## src/rtl/pmc_pkg.sv

```systemverilog
package pmc_pkg;
  typedef enum logic [1:0] {
    PM_GPIN  = 2'b00,
    PM_WAKE  = 2'b01,
    PM_GPOUT = 2'b10,
    PM_SERIAL = 2'b11
  } pin_mode_e;

  localparam int MODE_W = 2;
  localparam int ADDR_W = 2;

  localparam logic [ADDR_W-1:0] A_MODE  = 2'd0;
  localparam logic [ADDR_W-1:0] A_LEVEL = 2'd1;
  localparam logic [ADDR_W-1:0] A_PULL  = 2'd2;
  localparam logic [ADDR_W-1:0] A_WAKE  = 2'd3;
endpackage

```

## src/rtl/pmc_sync.sv

```systemverilog
module pmc_sync #(
  parameter int WIDTH  = 7,
  parameter int STAGES = 2
) (
  input  logic             clk,
  input  logic             rst,
  input  logic [WIDTH-1:0] d,
  output logic [WIDTH-1:0] q
);
  logic [WIDTH-1:0] stage_q [STAGES];

  always_ff @(posedge clk) begin
    if (rst) begin
      for (int s = 0; s < STAGES; s++) stage_q[s] <= '0;
    end else begin
      stage_q[0] <= d;
      for (int s = 1; s < STAGES; s++) stage_q[s] <= stage_q[s-1];
    end
  end

  assign q = stage_q[STAGES-1];
endmodule

```

## src/rtl/pmc_regs.sv

```systemverilog
module pmc_regs
  import pmc_pkg::*;
#(
  parameter int N_PINS = 4,
  localparam int DATA_W = MODE_W * N_PINS
) (
  input  logic              clk,
  input  logic              rst,
  input  logic              we,
  input  logic [ADDR_W-1:0] addr,
  input  logic [DATA_W-1:0] wdata,
  input  logic [N_PINS-1:0] pin_s,
  output logic [DATA_W-1:0] mode_q,
  output logic [N_PINS-1:0] lvl_q,
  output logic [N_PINS-1:0] pu_q,
  output logic              osc_q,
  output logic [DATA_W-1:0] rdata
);
  logic [N_PINS-1:0] prev_q;
  logic [N_PINS-1:0] is_wake;
  logic [N_PINS-1:0] lvl_rb;
  logic              wake_hit;
  logic              wake_clr;

  always_comb begin
    for (int k = 0; k < N_PINS; k++) begin
      is_wake[k] = (pin_mode_e'(mode_q[MODE_W*k +: MODE_W]) == PM_WAKE);
      if (pin_mode_e'(mode_q[MODE_W*k +: MODE_W]) == PM_GPOUT ||
          (pin_mode_e'(mode_q[MODE_W*k +: MODE_W]) == PM_SERIAL && k != 0))
        lvl_rb[k] = lvl_q[k];
      else
        lvl_rb[k] = pin_s[k];
    end
  end

  assign wake_hit = |(prev_q & ~pin_s & is_wake);
  assign wake_clr = we && (addr == A_WAKE) && wdata[0];

  always_ff @(posedge clk) begin
    if (rst) begin
      mode_q <= '0;
      lvl_q  <= '0;
      pu_q   <= '0;
      osc_q  <= 1'b0;
      prev_q <= '0;
      rdata  <= '0;
    end else begin
      prev_q <= pin_s;
      osc_q  <= wake_hit | (osc_q & ~wake_clr);
      if (we) begin
        case (addr)
          A_MODE:  mode_q <= wdata;
          A_LEVEL: lvl_q  <= wdata[N_PINS-1:0];
          A_PULL:  pu_q   <= wdata[N_PINS-1:0];
          default: ;
        endcase
      end
      case (addr)
        A_MODE:  rdata <= mode_q;
        A_LEVEL: rdata <= {{(DATA_W-N_PINS){1'b0}}, lvl_rb};
        A_PULL:  rdata <= {{(DATA_W-N_PINS){1'b0}}, pu_q};
        default: rdata <= {{(DATA_W-1){1'b0}}, osc_q};
      endcase
    end
  end
endmodule

```

## src/rtl/pmc_pin_slice.sv

```systemverilog
module pmc_pin_slice
  import pmc_pkg::*;
#(
  parameter int IDX = 0
) (
  input  logic              clk,
  input  logic              rst,
  input  logic [MODE_W-1:0] mode,
  input  logic              lvl,
  input  logic              pu,
  input  logic              cs,
  input  logic              sclk,
  input  logic              din,
  output logic              out_q,
  output logic              oe_q,
  output logic              pu_q
);
  logic out_d;
  logic oe_d;

  always_comb begin
    out_d = 1'b0;
    oe_d  = 1'b0;
    case (pin_mode_e'(mode))
      PM_GPOUT: begin
        oe_d  = (IDX != 0);
        out_d = (IDX != 0) ? lvl : 1'b0;
      end
      PM_SERIAL: begin
        if (IDX == 1) begin
          oe_d  = 1'b1;
          out_d = cs ? din : lvl;
        end else if (IDX == 2) begin
          oe_d  = 1'b1;
          out_d = cs ? sclk : lvl;
        end else if (IDX == 3) begin
          oe_d  = 1'b1;
          out_d = ~cs;
        end
      end
      default: ;
    endcase
  end

  always_ff @(posedge clk) begin
    if (rst) begin
      out_q <= 1'b0;
      oe_q  <= 1'b0;
      pu_q  <= 1'b0;
    end else begin
      out_q <= out_d;
      oe_q  <= oe_d;
      pu_q  <= pu & ~oe_d;
    end
  end
endmodule

```

## src/rtl/pin_mode_ctrl.sv

```systemverilog
module pin_mode_ctrl
  import pmc_pkg::*;
#(
  parameter int N_PINS = 4,
  parameter int SYNC_STAGES = 2,
  localparam int DATA_W = MODE_W * N_PINS
) (
  input  logic              clk,
  input  logic              rst,
  input  logic              reg_we,
  input  logic [ADDR_W-1:0] reg_addr,
  input  logic [DATA_W-1:0] reg_wdata,
  output logic [DATA_W-1:0] reg_rdata,
  input  logic [N_PINS-1:0] pin_in,
  output logic [N_PINS-1:0] pin_out,
  output logic [N_PINS-1:0] pin_oe,
  output logic [N_PINS-1:0] pin_pu,
  input  logic              spi_cs,
  input  logic              spi_sclk,
  input  logic              spi_din,
  output logic              spi_dout,
  output logic              osc_en
);
  localparam int SYNC_W = N_PINS + 3;

  logic [SYNC_W-1:0] sync_q;
  logic [N_PINS-1:0] pin_s;
  logic              cs_s;
  logic              sclk_s;
  logic              din_s;
  logic [DATA_W-1:0] mode_q;
  logic [N_PINS-1:0] lvl_q;
  logic [N_PINS-1:0] pu_q;
  logic              dout_q;

  pmc_sync #(.WIDTH(SYNC_W), .STAGES(SYNC_STAGES)) u_sync (
    .clk (clk),
    .rst (rst),
    .d   ({spi_din, spi_sclk, spi_cs, pin_in}),
    .q   (sync_q)
  );

  assign pin_s  = sync_q[N_PINS-1:0];
  assign cs_s   = sync_q[N_PINS];
  assign sclk_s = sync_q[N_PINS+1];
  assign din_s  = sync_q[N_PINS+2];

  pmc_regs #(.N_PINS(N_PINS)) u_regs (
    .clk    (clk),
    .rst    (rst),
    .we     (reg_we),
    .addr   (reg_addr),
    .wdata  (reg_wdata),
    .pin_s  (pin_s),
    .mode_q (mode_q),
    .lvl_q  (lvl_q),
    .pu_q   (pu_q),
    .osc_q  (osc_en),
    .rdata  (reg_rdata)
  );

  for (genvar k = 0; k < N_PINS; k++) begin : g_pin
    pmc_pin_slice #(.IDX(k)) u_slice (
      .clk   (clk),
      .rst   (rst),
      .mode  (mode_q[MODE_W*k +: MODE_W]),
      .lvl   (lvl_q[k]),
      .pu    (pu_q[k]),
      .cs    (cs_s),
      .sclk  (sclk_s),
      .din   (din_s),
      .out_q (pin_out[k]),
      .oe_q  (pin_oe[k]),
      .pu_q  (pin_pu[k])
    );
  end

  always_ff @(posedge clk) begin
    if (rst) dout_q <= 1'b0;
    else     dout_q <= (pin_mode_e'(mode_q[MODE_W-1:0]) == PM_SERIAL) && cs_s && pin_s[0];
  end

  assign spi_dout = dout_q;
endmodule

```

## config.mk

```make
export PLATFORM = sky130hd
export DESIGN_NAME = pin_mode_ctrl
export DESIGN_NICKNAME = d
export VERILOG_FILES = /design/src/rtl/pmc_pkg.sv /design/src/rtl/pmc_sync.sv /design/src/rtl/pmc_regs.sv /design/src/rtl/pmc_pin_slice.sv /design/src/rtl/pin_mode_ctrl.sv
export SDC_FILE = /design/constraint.sdc
export NUM_CORES = 1
export LEC_CHECK = 0
export ABC_AREA = 1
export BUFFER_PORTS_ARGS = -buffer_cell sky130_fd_sc_hd__buf_2
export CORE_UTILIZATION = 46
export DETAILED_ROUTE_END_ITERATION = 10
export PLACE_DENSITY = 0.72
export SYNTH_ARGS = -nofsm -noshare
export SYNTH_HDL_FRONTEND = slang
export SYNTH_SLANG_ARGS = --single-unit
```

## constraint.sdc

```tcl
create_clock -name clk -period 0.8 [get_ports clk]
set_clock_uncertainty 0.1 [all_clocks]
set_input_delay 0.04 -clock clk [delete_from_list [all_inputs] [get_ports clk]]
set_output_delay 0.04 -clock clk [all_outputs]
set_load 0.01 [all_outputs]
```

==> results.md <==
- The longest clock path from root to sink contains 2 buffers.
- The final layout contains routed wiring with a total length of between 3 and 4 mm.
- The final reports fail on negative hold slack, negative setup slack.
- The later pin in the worst-skew pair is clocked with a latency of between 0.3 and 0.4 ns.
- The delay of the slowest critical-path stage is 0.34 ns.
- For this run, the register share of the synthesized area comes to 0.542.
- The net count of the finished layout is 320.
- For this design, the CTS-stage hold fixing added 12 buffers.
- The number of antenna diodes in the final layout is 0.
- The area of the die is about 4600 um2.
- The endpoint of the worst register-to-register path is u_regs.osc_q.
- The number of buffers created by CTS is 5.
- Timing would allow up to 1.04 GHz.
- In this run the worst path has a maximum fanout of 2.
- The path depth of the worst reg2reg path is 5.
- At the worst endpoint, the arrival time is between 1 and 1.5 ns.
- For this run, the number of Yosys warnings is 0.
- Yosys instantiated no cell more often than sky130_fd_sc_hd__dfxtp_1.
- The area share of the leading cell type in the synthesized netlist is 0.542.
- The number of buffers added on ports is 39.
- The number of nets with antenna violations after routing is 0.
- On the critical path, the stage with the largest delay is an instance of sky130_fd_sc_hd__dfxtp_2.
- The finished layout holds 351 standard cells, fillers aside.
- The cell area that synthesis handed to floorplanning was about 2000 um2.
- The count of max-cap constraint violations is 0.
- Across the VDD grid, the largest voltage drop is 0.00110 V.
- The die span in y is 67.8 um.
- The most frequent cell on the critical path is sky130_fd_sc_hd__nand2_1.
- The width of the die is about 68 um.
- Before antenna repair, the detailed router went through 4 iterations.
- The count of final hold-check violations is 10.
- The nature of the critical path startpoint is a register.
- The setup path with the least slack is of type reg2reg.
- The number of placed instances, taps included is 329.
- Setup violations remaining at the end of the flow were counted as 35.
- The count of pins over their slew limit came to 0.
- The share of post-route cells with drive strength above 1 is 0.465.
- The H-tree depth is 2.
- The endpoint of the worst setup timing path is u_regs.osc_q.
- The average instance area after synthesis is 8.27 um2.
- The analysis attributes to cell leakage a power of 0.00125 uW.
- Across all register-to-register paths, the minimum setup slack is -0.16 ns.
- The final route contains 1598 vias.
- The detailed placer's ending HPWL is 2.65 mm.
- The final cell utilization of the core is 0.670.
- After detailed routing, the number of remaining DRC violations is 0.
- The root cell of the clock tree is sky130_fd_sc_hd__clkbuf_8.
- The worst min-delay path class is in2reg.
- In the synthesized netlist the dominant register cell turns out to be sky130_fd_sc_hd__dfxtp_1.
- The category of the worst setup path capture point is a register.
- In the post-route analysis, the smallest setup slack over all paths is -0.165 ns.
- The clock tree from TritonCTS is yes.
- CTS saw 54 sinks.
- The DRC marker count from the first detailed-route iteration is slightly below 80.
- The number of global-route vias before repair is approximately 1.4k.
- Dividing the final minimum period by the clock period gives 1.21.
- The reg-to-reg startpoint is u_sync.stage_q[0][9].
- The number of enable-type register cells in the synthesized netlist is 0.
- Final hold analysis gives a worst-case slack of -0.0692 ns.
- Yosys mapped the design onto 23 distinct sky130hd cell types.
- The initial antenna violation count is 0.
- The congestion estimate from routability-driven global placement came to between 0.8 and 0.9.
- Of all cell types, the one taking the most synthesized area is sky130_fd_sc_hd__dfxtp_1.
- The count of state elements after synthesis is 54.
- The count of standard-cell rows is 23.
- The run finished, with violations left.
- The setup total negative slack is -2.58 ns.
- The initial utilization of the core area, before any placement, comes to 0.488.
- The cell depth of the worst min-delay path is 2.
- Ranked by total cell area, the synthesized netlist is headed by sky130_fd_sc_hd__dfxtp_1, sky130_fd_sc_hd__inv_1, sky130_fd_sc_hd__nor2_1.
- The final non-filler cell area is 2740 um2.
- The data required time of the critical path is 0.94 ns.
- Dividing the detail-routed wire length by the instance count gives 10.9 um.
- Counting I/O delays and the setup requirement, the final critical path takes around 0.96 ns.
- The detailed-route vias per instance is 4.55.
- Ranked by instance count, the synthesized netlist is headed by sky130_fd_sc_hd__dfxtp_1, sky130_fd_sc_hd__inv_1, sky130_fd_sc_hd__nor2_1.
- The first global-routing pass estimated 6.24 mm of wire.
- The number of standard cells after synthesis is 241.
- Traced cell by cell, the critical path runs through nor2_2, nand2_1, nand2_1, nor2_1, a21oi_1.
- The largest net degree at the start of global routing is 18.
- In this run the cell area measured after placement is roughly 2300 um2.
- The power per cell area is between 1500 and 2000 nW/um2.
- The placeable core region is between 4000 and 5000 um2.
- The fill cell instance count of the final layout is 334.
- The startpoint of the worst setup timing path is u_sync.stage_q[0][9].
- The total track usage is 0.189.
- Clock-pin slew was measured on the worst setup and hold paths at about 0.090 ns.
- The proportion of synthesized flip-flops having asynchronous set or reset is 0.
- The overflow left after global routing is 0.
- Setup repair after global routing could not meet its margin everywhere.
- The number of primary I/O pins is 42.
- The area growth from synthesis to layout is 37.4%.
==> routing by layer <==
| metal | vias to the layer above | part of all wire | GRT usage |
|---|---|---|---|
| li1 | 842 | - | - |
| met1 | 713 | 0.47 | 0.246 |
| met2 | 35 | 0.47 | 0.287 |
| met3 | 8 | 0.034 | 0.0400 |
| met4 | 0 | 0.024 | 0.109 |
| met5 | - | 0 | 0 |
==> sequential cells by signal, summed over array words and instances, names as in the netlist <==
register,flops
u_regs.pu_q,4
u_regs.osc_q,1
g_pin.u_slice.pu_q,4
u_regs.mode_q,8
u_regs.prev_q,4
g_pin.u_slice.oe_q,3
u_regs.lvl_q,4
g_pin.u_slice.out_q,3
u_sync.stage_q,14
u_regs.rdata,8
spi_dout,1
==> worst max-delay path, delay by kind of cell (launching register included) <==
kind,cells,cell delay (ns)
DFF,1,0.34
AOI/OAI and AO/OA,1,0.13
and+or+nand+nor,4,0.33
==> placed cells by master (no fill, tap or decap), drive strengths merged <==
cell type and instances:
conb 2, o31ai 1, dlygate4sd3 11, a31oi 3, o211a 1, clkbuf 7
nor2 38, a21oi 18, nand2 30, clkinv 2, nand3 5, inv 44
nor3 8, dfxtp 54, o21ai 19, buf 58
==> final cells by class <==
type / instances / area [um2] / area share
clock buffer: 7 / 86.3 / 0.0315
clock inverter: 1 / 5.00 / 0.00183
inverter: 45 / 175 / 0.0640
multi-input combinational: 125 / 734 / 0.268
sequential: 54 / 1120 / 0.411
tap: 50 / 62.6 / 0.0228
timing repair buffer: 69 / 551 / 0.201
==> what timing repair did <==
action                                  4_1_cts  5_1_grt
buffers inserted                              2        2
pin swaps                                     5       20
endpoints found under the setup margin       34       46
gates resized for setup                      18       59
endpoints found under the hold margin        23        8
cloned                                        0        0
==> cell families after synthesis <==
group,count (synthesis),synth area share
buffers and inverters,63,0.148
AND/OR/NAND/NOR,81,0.183
other,1,0.00188
AO/OA/AOI/OAI,42,0.124
flip-flops,54,0.542
==> where the power goes <==
part           internal, uW  total (uW)  switching [uW]
sequential             2790        2850            61.3
combinational           273         578             305
clock                   700        1550             850
==> worst min path at each step <==
stage / from / end / slack, ns
floorplan: pin_in[0] / u_sync.stage_q[0][0] / 0.05
global placement: spi_din / u_sync.stage_q[0][6] / 0.14
detailed placement: pin_in[2] / u_sync.stage_q[0][2] / 0.15
CTS: rst / u_regs.prev_q[0] / -0.08
global route: rst / u_regs.prev_q[0] / -0.07
finish: rst / u_regs.prev_q[0] / -0.07
==> metrics by stage <==
stage | power (uW) | setup slack (ns)
after global placement | 3350 | -0.181
final | 4980 | -0.165
after detailed placement | 3360 | -0.211
after CTS | 4940 | -0.125
after floorplan | 3180 | -0.0398
after global routing | 5240 | -0.210
No activity file was read; power rests on OpenSTA's default activity.
